### src/rtl/i2c_ee_pkg.sv
package i2c_ee_pkg;

    localparam int BYTE_BITS = 8;
    localparam logic [3:0] DEV_CODE = 4'b1010;

    typedef enum logic [2:0] {
        ST_IDLE,
        ST_CTRL,
        ST_AHI,
        ST_ALO,
        ST_WDAT,
        ST_RDAT
    } st_e;

    typedef enum logic [1:0] {
        PTR_HOLD,
        PTR_LOAD,
        PTR_PAGE_INC,
        PTR_FULL_INC
    } ptr_op_e;

    typedef struct packed {
        logic scl;
        logic sda;
        logic scl_rise;
        logic scl_fall;
        logic start;
        logic stop;
    } bus_ev_t;

    function automatic logic ctrl_hit(input logic [7:0] b, input logic [2:0] strap);
        return (b[7:4] == DEV_CODE) && (b[3:1] == strap);
    endfunction

endpackage

### src/rtl/i2c_ee_sync.sv
module i2c_ee_sync #(
    parameter int STAGES = 2,
    parameter int LINES  = 2
) (
    input  logic             clk,
    input  logic             rst,
    input  logic [LINES-1:0] d_i,
    output logic [LINES-1:0] q_o
);
    for (genvar g = 0; g < LINES; g++) begin : g_line
        logic [STAGES-1:0] pipe_q;
        always_ff @(posedge clk) begin
            if (rst) pipe_q <= '1;
            else     pipe_q <= {pipe_q[STAGES-2:0], d_i[g]};
        end
        assign q_o[g] = pipe_q[STAGES-1];
    end
endmodule

### src/rtl/i2c_ee_cond.sv
module i2c_ee_cond
    import i2c_ee_pkg::*;
(
    input  logic    clk,
    input  logic    rst,
    input  logic    scl_s,
    input  logic    sda_s,
    output bus_ev_t ev_o
);
    logic scl_p, sda_p;

    always_ff @(posedge clk) begin
        if (rst) begin
            scl_p <= 1'b1;
            sda_p <= 1'b1;
        end else begin
            scl_p <= scl_s;
            sda_p <= sda_s;
        end
    end

    always_comb begin
        ev_o.scl      = scl_s;
        ev_o.sda      = sda_s;
        ev_o.scl_rise = scl_s & ~scl_p;
        ev_o.scl_fall = ~scl_s & scl_p;
        ev_o.start    = scl_s & scl_p & sda_p & ~sda_s;
        ev_o.stop     = scl_s & scl_p & ~sda_p & sda_s;
    end
endmodule

### src/rtl/i2c_ee_ptr.sv
module i2c_ee_ptr
    import i2c_ee_pkg::*;
#(
    parameter int ADDR_W = 16,
    parameter int PAGE_W = 6
) (
    input  logic              clk,
    input  logic              rst,
    input  ptr_op_e           op_i,
    input  logic [ADDR_W-1:0] load_i,
    output logic [ADDR_W-1:0] ptr_o
);
    logic [ADDR_W-1:0] ptr_q;

    always_ff @(posedge clk) begin
        if (rst) ptr_q <= '0;
        else begin
            unique case (op_i)
                PTR_LOAD:     ptr_q <= load_i;
                PTR_PAGE_INC: ptr_q <= {ptr_q[ADDR_W-1:PAGE_W], ptr_q[PAGE_W-1:0] + PAGE_W'(1)};
                PTR_FULL_INC: ptr_q <= ptr_q + ADDR_W'(1);
                default:      ptr_q <= ptr_q;
            endcase
        end
    end

    assign ptr_o = ptr_q;

    // a page step never disturbs the page number
    assert_page_hold_R6: assert property (@(posedge clk) disable iff (rst)
        (op_i == PTR_PAGE_INC) |=> (ptr_q[ADDR_W-1:PAGE_W] == $past(ptr_q[ADDR_W-1:PAGE_W])));
endmodule

### src/rtl/i2c_ee_slave.sv
module i2c_ee_slave
    import i2c_ee_pkg::*;
#(
    parameter int ADDR_W      = 16,
    parameter int PAGE_W      = 6,
    parameter int SYNC_STAGES = 2
) (
    input  logic              clk,
    input  logic              rst,
    input  logic              scl_i,
    input  logic              sda_i,
    input  logic [2:0]        strap_i,
    input  logic              wp_i,
    output logic              sda_pull_o,
    output logic [ADDR_W-1:0] mem_addr_o,
    output logic              mem_wr_o,
    output logic [7:0]        mem_wdata_o,
    output logic              mem_rd_o,
    input  logic [7:0]        mem_rdata_i
);
    localparam logic [3:0] LAST_BIT = 4'(BYTE_BITS);

    logic [1:0] sync_q;
    bus_ev_t    ev;
    st_e        st_q;
    logic [3:0] cnt_q;
    logic       slot_q;
    logic [7:0] shift_q, tx_q, hi_q;
    logic       pull_q, rd_req_q, rd_pend_q;
    logic       slot_enter, slot_leave;
    ptr_op_e    ptr_op;
    logic [15:0]       word_addr;
    logic [ADDR_W-1:0] ptr;

    i2c_ee_sync #(.STAGES(SYNC_STAGES), .LINES(2)) u_sync (
        .clk(clk), .rst(rst), .d_i({scl_i, sda_i}), .q_o(sync_q)
    );

    i2c_ee_cond u_cond (
        .clk(clk), .rst(rst), .scl_s(sync_q[1]), .sda_s(sync_q[0]), .ev_o(ev)
    );

    i2c_ee_ptr #(.ADDR_W(ADDR_W), .PAGE_W(PAGE_W)) u_ptr (
        .clk(clk), .rst(rst), .op_i(ptr_op), .load_i(word_addr[ADDR_W-1:0]), .ptr_o(ptr)
    );

    assign slot_enter = ev.scl_fall && (cnt_q == LAST_BIT) && !slot_q;
    assign slot_leave = ev.scl_fall && slot_q;
    assign word_addr  = {hi_q, shift_q};

    always_comb begin
        ptr_op   = PTR_HOLD;
        mem_wr_o = 1'b0;
        if (!ev.start && !ev.stop) begin
            unique case (st_q)
                ST_ALO:  if (slot_enter) ptr_op = PTR_LOAD;
                ST_WDAT: if (slot_enter && !wp_i) begin
                    ptr_op   = PTR_PAGE_INC;
                    mem_wr_o = 1'b1;
                end
                ST_RDAT: if (slot_enter) ptr_op = PTR_FULL_INC;
                default: ptr_op = PTR_HOLD;
            endcase
        end
    end

    always_ff @(posedge clk) begin
        if (rst) begin
            st_q      <= ST_IDLE;
            cnt_q     <= '0;
            slot_q    <= 1'b0;
            shift_q   <= '0;
            tx_q      <= '0;
            hi_q      <= '0;
            pull_q    <= 1'b0;
            rd_req_q  <= 1'b0;
            rd_pend_q <= 1'b0;
        end else begin
            rd_req_q  <= 1'b0;
            rd_pend_q <= rd_req_q;
            if (rd_pend_q) tx_q <= mem_rdata_i;

            if (ev.stop) begin
                st_q   <= ST_IDLE;
                cnt_q  <= '0;
                slot_q <= 1'b0;
                pull_q <= 1'b0;
            end else if (ev.start) begin
                st_q   <= ST_CTRL;
                cnt_q  <= '0;
                slot_q <= 1'b0;
                pull_q <= 1'b0;
            end else begin
                unique case (st_q)
                    ST_CTRL, ST_AHI, ST_ALO, ST_WDAT: begin
                        if (ev.scl_rise && !slot_q && cnt_q < LAST_BIT) begin
                            shift_q <= {shift_q[6:0], ev.sda};
                            cnt_q   <= cnt_q + 4'd1;
                        end
                        if (slot_enter) begin
                            slot_q <= 1'b1;
                            unique case (st_q)
                                ST_CTRL: begin
                                    if (ctrl_hit(shift_q, strap_i)) begin
                                        pull_q   <= 1'b1;
                                        rd_req_q <= shift_q[0];
                                    end else begin
                                        st_q   <= ST_IDLE;
                                        slot_q <= 1'b0;
                                        cnt_q  <= '0;
                                    end
                                end
                                ST_AHI: begin
                                    hi_q   <= shift_q;
                                    pull_q <= 1'b1;
                                end
                                ST_WDAT: pull_q <= !wp_i;
                                default: pull_q <= 1'b1;
                            endcase
                        end
                        if (slot_leave) begin
                            slot_q <= 1'b0;
                            cnt_q  <= '0;
                            pull_q <= 1'b0;
                            unique case (st_q)
                                ST_CTRL: if (shift_q[0]) begin
                                    st_q   <= ST_RDAT;
                                    pull_q <= ~tx_q[7];
                                end else begin
                                    st_q <= ST_AHI;
                                end
                                ST_AHI:  st_q <= ST_ALO;
                                ST_ALO:  st_q <= ST_WDAT;
                                default: st_q <= st_q;
                            endcase
                        end
                    end
                    ST_RDAT: begin
                        if (ev.scl_rise) begin
                            if (slot_q) begin
                                if (ev.sda) begin
                                    st_q   <= ST_IDLE;
                                    slot_q <= 1'b0;
                                    cnt_q  <= '0;
                                end
                            end else if (cnt_q < LAST_BIT) begin
                                cnt_q <= cnt_q + 4'd1;
                            end
                        end
                        if (ev.scl_fall) begin
                            if (slot_q) begin
                                slot_q <= 1'b0;
                                cnt_q  <= '0;
                                pull_q <= ~tx_q[7];
                            end else if (cnt_q == LAST_BIT) begin
                                slot_q   <= 1'b1;
                                pull_q   <= 1'b0;
                                rd_req_q <= 1'b1;
                            end else begin
                                pull_q <= ~tx_q[3'd7 - cnt_q[2:0]];
                            end
                        end
                    end
                    default: st_q <= ST_IDLE;
                endcase
            end
        end
    end

    assign sda_pull_o  = pull_q;
    assign mem_addr_o  = ptr;
    assign mem_wdata_o = shift_q;
    assign mem_rd_o    = rd_req_q;

    // the drive on the data line only moves while the clock line is low
    assert_pull_scl_low_R3: assert property (@(posedge clk) disable iff (rst)
        !$stable(sda_pull_o) |-> !ev.scl);
    // a stop puts the block in idle with the line released
    assert_stop_idle_R2: assert property (@(posedge clk) disable iff (rst)
        ev.stop |=> (st_q == ST_IDLE) && !sda_pull_o);
    // an idle block never drives the line
    assert_idle_quiet_R1: assert property (@(posedge clk) disable iff (rst)
        (st_q == ST_IDLE) |-> !sda_pull_o);
    // any start restarts control-byte reception from bit zero
    assert_start_ctrl_R10: assert property (@(posedge clk) disable iff (rst)
        ev.start |=> (st_q == ST_CTRL) && (cnt_q == 4'd0));
    // memory strobes are exclusive and a read strobe lasts one cycle
    assert_strobe_excl_R11: assert property (@(posedge clk) disable iff (rst)
        !(mem_wr_o && mem_rd_o));
    assert_rd_pulse_R11: assert property (@(posedge clk) disable iff (rst)
        mem_rd_o |=> !mem_rd_o);
endmodule

### config.mk
export PLATFORM = sky130hd
export DESIGN_NAME = i2c_ee_slave
export DESIGN_NICKNAME = d
export VERILOG_FILES = /design/src/rtl/i2c_ee_pkg.sv /design/src/rtl/i2c_ee_sync.sv /design/src/rtl/i2c_ee_cond.sv /design/src/rtl/i2c_ee_ptr.sv /design/src/rtl/i2c_ee_slave.sv
export SDC_FILE = /design/constraint.sdc
export NUM_CORES = 1
export LEC_CHECK = 0
export BUFFER_PORTS_ARGS = -buffer_cell sky130_fd_sc_hd__buf_2
export CAP_MARGIN = 20
export CORE_MARGIN = 2
export CORE_UTILIZATION = 50
export DETAILED_ROUTE_END_ITERATION = 10
export PLACE_DENSITY = 0.74
export SYNTH_ARGS = -nofsm -noshare
export SYNTH_HDL_FRONTEND = slang
export SYNTH_HIERARCHICAL = 1
export SYNTH_SLANG_ARGS = --single-unit
### constraint.sdc
create_clock -name clk -period 2.6 [get_ports clk]
set_clock_uncertainty 0.2 [all_clocks]
set_input_delay 0.39 -clock clk [delete_from_list [all_inputs] [get_ports clk]]
set_output_delay 0.39 -clock clk [all_outputs]
set_load 0.02 [all_outputs]
==> run summary <==
Top fanout value on the critical path = 4
Post-layout min period = 2.49 ns
Post-CTS Resized = 0
Avg WL per Cell = 15.5 um
Min-delay worst type = primary input to flop
Peak VDD IR = 0.000458 V
Area added between synthesis and finish = 18.6%
Synth warn = 6
Final WS setup = 0.107 ns
Placed cell area = 3390 um^2
Die area = 6770 um^2
F_max = 0.401 GHz
TNS Setup = 0 ns
PortBufs = 42
Maximum capacitance violations = 0
Setup violations, final = 0
Slew headroom = 61.7%
Htree depth = 3
Grt total ovfl = 0
Worst slack, placed = 0.0313 ns
Post-Syn Nets = 376
Post-Syn Instances = 356
Leak = 1.41 nW
# hold bufs at CTS = 0
Mapped Area = 3060 um^2
Die W = 82.3 um
Status = finished clean
Clock root cell = clkbuf_8
Post-DP HPWL = 5280 um
Pre-antenna DRT Iters = 5
Skew-Pair Late Insertion Delay = 0.35 ns
CP arrival = 1.90 ns
Vias in the first global route = 2510
Largest net degree at the start of global routing = 35
Die Y = 82.3 um
Iteration-0 DRC Markers = 236
Vias per Instance = 5.89
Clock tree sinks = 57
Initial antenna violation count = 0
Clock buffer count from CTS = 9
Min Hold Slack = 0.0254 ns
Wirelength, routed = 7410 um
Max Transition Viols Final = 0
Post-synthesis average cell area = 8.61 um^2
Design Area, Final = 3630 um^2
Starting Density = 51.8%
DRC = 0
Layout cells sized above 1 = 24.0%
CP Class = flop to output pin
Worst-margin pin slew = 0.569 ns
Ant diodes = 0
CTS max path bufs = 2
Clock Pin Slew Worst Setup and Hold Paths = 0.07 ns
Routability congestion estimate = 0.871
Via count = 2820
Post-CTS setup repair buffer count = 0
Required time worst endpoint = 2.01 ns
IO Pins = 43
Row count = 28
All-Layer GR Usage = 23.5%
Core footprint = 5920 um^2
First-pass GRT wire length = 11900 um
Core Util, Final = 61.4%
Crit end category = output pin
Endpoints failing hold = 0
Remaining antenna violation count after routing = 0
Period utilization = 95.9%
CTS tree = done
Setup crit start kind = flop
Power Dens Cells = 498 nW/um^2
Final nets = 419
worst paths after layout:
kind                                                            start                                     to  slack (ns)  cells past startpoint
worst max-delay path                            cnt_q[0]$_SDFFE_PP0P_                               mem_wr_o        0.11                      6
worst min-delay path                                            scl_i  u_sync/g_line[1].pipe_q[0]$_SDFF_PP1_        0.03                      2
worst max register to register                  cnt_q[0]$_SDFFE_PP0P_           u_ptr/ptr_o[12]$_SDFFE_PP0P_        0.14                     10
worst min register to register  u_sync/g_line[1].pipe_q[0]$_SDFF_PP1_  u_sync/g_line[1].pipe_q[1]$_SDFF_PP1_        0.21                      1
critical path, cell delays in order (launching register included):
cell and delay [ns]:
dfxtp_1 0.31, inv_1 0.08, ha_1 0.17, nor3b_4 0.28
nand4_4 0.18, nor4_1 0.31, buf_2 0.23
sequential cells by signal, summed over array words and instances, names as in the netlist:
signal                cells
sda_pull_o                1
u_sync/g_line.pipe_q      4
tx_q                      8
u_cond/scl_p              1
slot_q                    1
mem_wdata_o               8
hi_q                      8
rd_pend_q                 1
u_ptr/ptr_o              16
st_q                      3
mem_rd_o                  1
cnt_q                     4
u_cond/sda_p              1
cell usage in the layout, fill, tap and decap left out, types with 5 or more instances in the layout:
| cell | count |
|---|---|
| nor2b_1 | 10 |
| nand2b_1 | 5 |
| nor3_1 | 12 |
| a21oi_1 | 25 |
| nor2_1 | 45 |
| a31oi_1 | 10 |
| nand2_1 | 17 |
| nand3_1 | 14 |
| buf_2 | 42 |
| or2_1 | 6 |
| buf_4 | 15 |
| clkbuf_8 | 10 |
| dfxtp_1 | 56 |
| o21ai_0 | 10 |
| inv_1 | 8 |
| mux2i_1 | 28 |
final cells by class:
cell class | instances | area (um^2)
Inverter | 8 | 30.0
Fill cell | 516 | 2290
Clock inverter | 6 | 67.6
Clock buffer | 10 | 138
Sequential cell | 57 | 1140
Timing Repair Buffer | 58 | 343
Tap cell | 75 | 93.8
Multi-Input combinational cell | 265 | 1820
metal layers:
metal,share of wire (%),wire (um),GRT usage [%],vias to the layer above
li1,-,-,-,1384
met1,46,3410,31.4,1320
met2,46,3400,35.5,103
met3,6.1,449,7.17,13
met4,2.0,145,9.00,0
met5,0,0,0,-
metrics by stage:
step	instances	total power [mW]
finish	479	1.81
global route	479	1.87
CTS	479	1.82
detailed placement	463	0.976
global placement	463	0.974
floorplan	356	0.951
power breakdown:
group	switching, mW	internal, mW	total, mW
logic	0.0460	0.0304	0.0764
clock network	0.382	0.469	0.851
registers	0.00506	0.878	0.883
No activity file was read; power rests on OpenSTA's default activity.
